File: src/rtl/cla8_pkg.sv
// Package: shared defaults and the initialisation-source encoding for the
// carry lookahead add slice. Assumes nothing beyond IEEE 1800-2017.
package cla8_pkg;

    // Default slice geometry.
    localparam int unsigned CLA_WIDTH_DEF = 8;
    localparam int unsigned CLA_SPLIT_DEF = 4;

    // Where a chain start point takes its carry from.
    typedef enum logic {
        INIT_EXTERNAL = 1'b0,
        INIT_FORCE_ONE = 1'b1
    } init_src_e;

endpackage : cla8_pkg

File: src/rtl/cla_bit_cell.sv
// Module: one bit position of the add slice, shaped like a six-input
// lookup element in carry mode. It forms propagate (XOR of the operand
// bits), generate and sum (propagate XOR incoming carry). With CARRY_MUX
// set (even positions), the main output is the carry-select result
// (incoming carry when propagate is 1, generate otherwise). Without it
// (odd positions), the main output is the generate term, which the
// lookahead stage consumes. Assumes the incoming carry is already selected.
module cla_bit_cell #(
    parameter bit CARRY_MUX = 1'b1
) (
    input  logic a_i,
    input  logic b_i,
    input  logic cin_i,
    output logic prop_o,
    output logic main_o,
    output logic sum_o
);

    logic gen_w;

    // Propagate, generate and sum of this bit position.
    always_comb begin
        prop_o = a_i ^ b_i;
        gen_w  = a_i & b_i;
        sum_o  = prop_o ^ cin_i;
    end

    generate
        if (CARRY_MUX) begin : g_select
            // Carry-select mux held inside the even element.
            always_comb main_o = prop_o ? cin_i : gen_w;
        end else begin : g_plain
            // Odd element presents its generate term for the lookahead mux.
            always_comb main_o = gen_w;
        end
    endgenerate

endmodule : cla_bit_cell

File: src/rtl/cla_init_mux.sv
// Module: carry-initialisation mux at a chain start point. When restart_i
// is 1 the carry into the bit is the initialisation value: the external
// input, or a constant 1 when force_one_i is set. Otherwise the chained
// carry from below passes through. Assumes static configuration inputs.
module cla_init_mux
    import cla8_pkg::*;
(
    input  logic chain_i,
    input  logic ext_i,
    input  logic restart_i,
    input  logic force_one_i,
    output logic cin_o
);

    init_src_e src;

    // Choose between the chained carry and the initialisation source.
    always_comb begin
        src = force_one_i ? INIT_FORCE_ONE : INIT_EXTERNAL;
        if (!restart_i)
            cin_o = chain_i;
        else if (src == INIT_FORCE_ONE)
            cin_o = 1'b1;
        else
            cin_o = ext_i;
    end

endmodule : cla_init_mux

File: src/rtl/cla_pair_lookahead.sv
// Module: lookahead mux for one bit pair. It produces the carry after the
// odd bit. With LOOK_EN set, a pair whose two bits both propagate takes
// the carry into the pair directly, skipping the even carry-select mux.
// Otherwise the ripple mux is used: the even carry when the odd bit
// propagates, the odd generate term otherwise. Both paths must agree.
module cla_pair_lookahead #(
    parameter bit LOOK_EN = 1'b1
) (
    input  logic cin_pair_i,
    input  logic p_even_i,
    input  logic p_odd_i,
    input  logic cy_even_i,
    input  logic cy_odd_i,
    output logic cout_o
);

    logic ripple_w;
    logic fast_w;

    // Form the ripple and the lookahead carry and check they agree.
    always_comb begin
        ripple_w = p_odd_i ? cy_even_i : cy_odd_i;
        if (p_odd_i && p_even_i)
            fast_w = cin_pair_i;
        else if (p_odd_i)
            fast_w = cy_even_i;
        else
            fast_w = cy_odd_i;
        p_path_equiv_r3: assert (ripple_w == fast_w)
            else $error("lookahead and ripple carry disagree");
    end

    generate
        if (LOOK_EN) begin : g_fast
            // Enabled output drives the lookahead carry.
            always_comb cout_o = fast_w;
        end else begin : g_ripple
            // Disabled output falls back to the ripple mux.
            always_comb cout_o = ripple_w;
        end
    endgenerate

endmodule : cla_pair_lookahead

File: src/rtl/cla8_slice.sv
// Module: top of the carry lookahead add slice. WIDTH bit cells are grouped
// into pairs. Each pair has one lookahead mux that produces the carry after
// its odd bit. The chain starts at bit 0 and can restart at SPLIT_BIT. Sum
// and pair carries are registered with a synchronous active-low reset.
// Assumes WIDTH and SPLIT_BIT are even and SPLIT_BIT < WIDTH.
module cla8_slice
    import cla8_pkg::*;
#(
    parameter int unsigned WIDTH     = CLA_WIDTH_DEF,
    parameter int unsigned SPLIT_BIT = CLA_SPLIT_DEF,
    parameter logic [WIDTH/2-1:0] LOOK_EN = '1
) (
    input  logic               clk,
    input  logic               rst_n,
    input  logic [WIDTH-1:0]   op_a,
    input  logic [WIDTH-1:0]   op_b,
    input  logic               cin_lo,
    input  logic               cin_hi,
    input  logic               split_hi,
    input  logic               init1_lo,
    input  logic               init1_hi,
    output logic [WIDTH-1:0]   sum_q,
    output logic [WIDTH/2-1:0] cy_q
);

    localparam int unsigned PAIRS      = WIDTH / 2;
    localparam int unsigned SPLIT_PAIR = SPLIT_BIT / 2;
    localparam int unsigned HI_W       = WIDTH - SPLIT_BIT;

    logic [PAIRS-1:0] pair_cin;
    logic [PAIRS-1:0] pair_cout;
    logic [WIDTH-1:0] prop_w;
    logic [WIDTH-1:0] main_w;
    logic [WIDTH-1:0] sum_w;

    genvar k;
    generate
        for (k = 0; k < PAIRS; k++) begin : g_pair
            if (k == 0) begin : g_start
                // Bit 0 always starts a chain.
                cla_init_mux u_init (
                    .chain_i    (1'b0),
                    .ext_i      (cin_lo),
                    .restart_i  (1'b1),
                    .force_one_i(init1_lo),
                    .cin_o      (pair_cin[k])
                );
            end else if (k == SPLIT_PAIR) begin : g_restart
                // Optional second chain start point.
                cla_init_mux u_init (
                    .chain_i    (pair_cout[k-1]),
                    .ext_i      (cin_hi),
                    .restart_i  (split_hi),
                    .force_one_i(init1_hi),
                    .cin_o      (pair_cin[k])
                );
            end else begin : g_chain
                // Plain chaining from the pair below.
                always_comb pair_cin[k] = pair_cout[k-1];
            end

            cla_bit_cell #(.CARRY_MUX(1'b1)) u_even (
                .a_i   (op_a[2*k]),
                .b_i   (op_b[2*k]),
                .cin_i (pair_cin[k]),
                .prop_o(prop_w[2*k]),
                .main_o(main_w[2*k]),
                .sum_o (sum_w[2*k])
            );

            cla_bit_cell #(.CARRY_MUX(1'b0)) u_odd (
                .a_i   (op_a[2*k+1]),
                .b_i   (op_b[2*k+1]),
                .cin_i (main_w[2*k]),
                .prop_o(prop_w[2*k+1]),
                .main_o(main_w[2*k+1]),
                .sum_o (sum_w[2*k+1])
            );

            cla_pair_lookahead #(.LOOK_EN(LOOK_EN[k])) u_look (
                .cin_pair_i(pair_cin[k]),
                .p_even_i  (prop_w[2*k]),
                .p_odd_i   (prop_w[2*k+1]),
                .cy_even_i (main_w[2*k]),
                .cy_odd_i  (main_w[2*k+1]),
                .cout_o    (pair_cout[k])
            );
        end
    endgenerate

    // Output register stage with synchronous active-low reset.
    always_ff @(posedge clk) begin
        if (!rst_n) begin
            sum_q <= '0;
            cy_q  <= '0;
        end else begin
            sum_q <= sum_w;
            cy_q  <= pair_cout;
        end
    end

    // Arithmetic references for the clocked properties.
    logic          ref_c0;
    logic          ref_c4;
    logic [WIDTH:0] ref_full;
    logic [HI_W:0]  ref_hi;

    always_comb begin
        ref_c0   = init1_lo | cin_lo;
        ref_c4   = init1_hi | cin_hi;
        ref_full = {1'b0, op_a} + {1'b0, op_b} + {{WIDTH{1'b0}}, ref_c0};
        ref_hi   = {1'b0, op_a[WIDTH-1:SPLIT_BIT]} + {1'b0, op_b[WIDTH-1:SPLIT_BIT]}
                   + {{HI_W{1'b0}}, ref_c4};
    end

    p_full_sum_r1: assert property (@(posedge clk) disable iff (!rst_n)
        !split_hi |=> (sum_q == $past(ref_full[WIDTH-1:0])));

    p_top_carry_r2: assert property (@(posedge clk) disable iff (!rst_n)
        !split_hi |=> (cy_q[PAIRS-1] == $past(ref_full[WIDTH])));

    p_upper_chain_r4: assert property (@(posedge clk) disable iff (!rst_n)
        split_hi |=> ({cy_q[PAIRS-1], sum_q[WIDTH-1:SPLIT_BIT]} == $past(ref_hi)));

    p_force_one_r5: assert property (@(posedge clk) disable iff (!rst_n)
        (split_hi && init1_hi && op_a[WIDTH-1:SPLIT_BIT] == '0 && op_b[WIDTH-1:SPLIT_BIT] == '0)
        |=> (sum_q[WIDTH-1:SPLIT_BIT] == {{(HI_W-1){1'b0}}, 1'b1}));

    p_reset_clear_r7: assert property (@(posedge clk)
        !rst_n |=> (sum_q == '0 && cy_q == '0));

endmodule : cla8_slice

File: config.mk
export PLATFORM = sky130hd
export DESIGN_NAME = cla8_slice
export DESIGN_NICKNAME = d
export VERILOG_FILES = /design/src/rtl/cla8_pkg.sv /design/src/rtl/cla_bit_cell.sv /design/src/rtl/cla_init_mux.sv /design/src/rtl/cla_pair_lookahead.sv /design/src/rtl/cla8_slice.sv
export SDC_FILE = /design/constraint.sdc
export NUM_CORES = 1
export LEC_CHECK = 0
export CAP_MARGIN = 10
export CORE_MARGIN = 3
export CORE_UTILIZATION = 38
export DETAILED_ROUTE_END_ITERATION = 8
export HOLD_SLACK_MARGIN = 0.05
export PLACE_DENSITY = 0.82
export SYNTH_ARGS = -nofsm -noshare
export SYNTH_HDL_FRONTEND = slang
export SYNTH_SLANG_ARGS = --single-unit
File: constraint.sdc
create_clock -name clk -period 6.4 [get_ports clk]
set_input_delay 0.96 -clock clk [delete_from_list [all_inputs] [get_ports clk]]
set_output_delay 0.96 -clock clk [all_outputs]
set_load 0.005 [all_outputs]
==> results.cfg <==
[drt]
via_count = 526
wl_per_cell_um = 12.1
routed_via_density = 4.46
drt_first_iter_violations = 0
routed_wl_um = 1420
drc = 0
first_pass_iters = 1
final_antenna_net_count = 0

[logic_synthesis]
syn_nets = 96
syn_area_per_cell_um2 = 12.2
ys.warnings.count = 0
netlist_instances = 57
synth_area_um2 = 693
yosysSeqAreaShare_pct = 34.7
synth_seq_cells = 12
ys_types = 22

[die]
design.core.area_um2 = 1610
die-area_um2 = 2370
die_x_um = 48.7
initial_core_util_pct = 43.0
row_count = 14
ioPinCount = 35
fp.dieH_um = 48.7

[timing]
fin_crit_sh_pct = 94.2
rsz0062_at_grt = false
setup_viol = 0
max_slew.worst_pin.slew_ps = 322
fin_crit_ps = 6030
slew_headroom_pct = 78.4
slew_viol_final = 0
finalHoldViolCount = 0
final.setup.tns_ps = 0
fmax_mhz = 166

[worst_setup_path]
crit_end = cy_q[3]
cp.required_ps = 6550
path_class = in -> reg
crit_start = init1_lo
crit_path_frequent_cell = fa_1
max_stage_delay_ps = 420
arrival_ps = 6170
cp_cell_sequence = clkdlybuf4s50_1 -> or2_2 -> fa_1 -> fa_1 -> a21oi_1 -> nor2_1 -> fa_1 -> fa_1 -> a21boi_0 -> a31o_2 -> o21a_1 -> fa_1 -> fa_1 -> a211oi_2 -> inv_1 -> fa_1 -> fa_1 -> o21ai_0 -> a21oi_1
crit_fanout = 3
endpoint_kind = flop
critPathSlowestCell = clkdlybuf4s50_1
cp-start-kind = primary input

[clocking]
root_buffer = clkbuf_4
cts_buffers = 3
post_cts.repair.setup_buffers = 0
clkSinkCount = 12
clockBufferDepth = 2
clk_pin_slew_ps = 70
cts_resized = 0
cts_tree = yes
htreeDepth = 1
cts_hold_buf = 0

[power]
powerDensity_nw_per_um2 = 196
total_power_uw = 214
vdd_ir_drop_max_mv = 0.0965
leakagePower_uw = 0.000438

[job]
drv_cap = 0

[placement]
portBuffers = 34
dpl.hpwl_um = 1180
gp_congestion = 0.689

[finish]
synthToLayoutAreaGrowth_pct = 58.1
fin_nets = 134
drive_above_1_share_pct = 8.51
diodes = 0

[global_route]
grt_pass1_vias = 559
overflow = 0
grt_max_degree = 13
antenna_found_initial = 0
track_usage_pct = 13.8
grt_pass1_wl_um = 2500

[min_path]
hp-class = in -> reg
hold_depth = 3

[run_status]
outcome = finished clean
-- cell families after synthesis --
| kind of cell | count (synthesis) | share of synthesized area [%] |
|---|---|---|
| AND/OR/NAND/NOR | 19 | 17.7 |
| adder cells (fa/ha/maj) | 16 | 37.5 |
| flip-flops | 12 | 34.7 |
| AO/OA/AOI/OAI | 8 | 9.03 |
| buffers and inverters | 2 | 1.08 |
-- metrics by stage --
step	cell area [µm²]	hold slack, ps	std cells	worst slack [ps]	util [%]
floorplan	693	1090	57	827	-
global placement	1060	1660	114	164	65.8
CTS	1100	1480	118	353	68.0
detailed placement	1060	1660	114	79.5	65.8
global route	1100	1520	118	6.63	68.0
finish	1100	1480	118	372	68.0
-- flip-flops by register name, summed over array words and instances (netlist names) --
signal	flops
cy_q	4
sum_q	8
-- worst max-delay path: cells and delay by family --
family                     cells  cell delay [ps]
AOI/OAI and AO/OA              7             1290
buffers and inverters          2              510
and+or+nand+nor                2              430
adders and majority gates      8             2990
-- cell type report --
cell class | count | area (µm²)
Tap cell | 24 | 30.0
Clock buffer | 4 | 36.3
Fill cell | 122 | 515
Timing Repair Buffer | 34 | 340
Multi-Input combinational cell | 43 | 445
Sequential cell | 12 | 240
Inverter | 1 | 3.75
-- layer usage --
| metal | share of wire (%) | global-route usage (%) |
|---|---|---|
| met1 | 43 | 16.0 |
| met2 | 52 | 23.3 |
| met3 | 4.6 | 3.68 |
| met4 | 0.84 | 7.11 |
| met5 | 0 | 0 |
-- worst min-delay path by stage --
| stage | to | startpoint |
|---|---|---|
| after floorplan | cy_q[2] | rst_n |
| after global placement | sum_q[2] | sum_q[2] |
| after detailed placement | sum_q[2] | sum_q[2] |
| after CTS | cy_q[3] | rst_n |
| after global routing | sum_q[7] | op_b[7] |
| final | cy_q[3] | rst_n |
-- cells in the mapped netlist, drive strengths merged --
cell | n | area (µm²)
ha | 8 | 100
dfxtp | 12 | 240
nor2 | 1 | 3.75
nand4 | 1 | 6.26
or2 | 1 | 6.26
nand2 | 1 | 3.75
inv | 1 | 3.75
or3b | 1 | 8.76
clkbuf | 1 | 3.75
fa | 8 | 160
a21boi | 1 | 7.51
o21ai | 1 | 5.00
nor2b | 1 | 6.26
o21a | 1 | 7.51
nor4 | 1 | 6.26
o2111a | 1 | 11.3
and2 | 11 | 68.8
a31o | 1 | 8.76
a211oi | 1 | 12.5
a21oi | 2 | 10.0
and4bb | 1 | 12.5
-- placed cells by master, fill, tap and decap left out --
cell,n
clkdlybuf4s50_1,34
dfxtp_1,12
and2_1,10
fa_1,8
ha_1,8
clkbuf_4,3
a21oi_1,2
and4bb_2,1
nor2_1,1
a21boi_0,1
a31o_2,1
or3b_1,1
o21a_1,1
nand2_1,1
nand4_1,1
nor4_1,1
o2111a_1,1
a211oi_2,1
inv_1,1
and2_0,1
o21ai_0,1
nor2b_1,1
or2_2,1
clkbuf_8,1
-- where the power goes --
part           switching (µW)  internal (µW)
clock                    23.4           34.6
combinational            25.5           44.0
sequential               2.37           84.7
total                    51.2            163
Power figures use the tool's default switching activity.
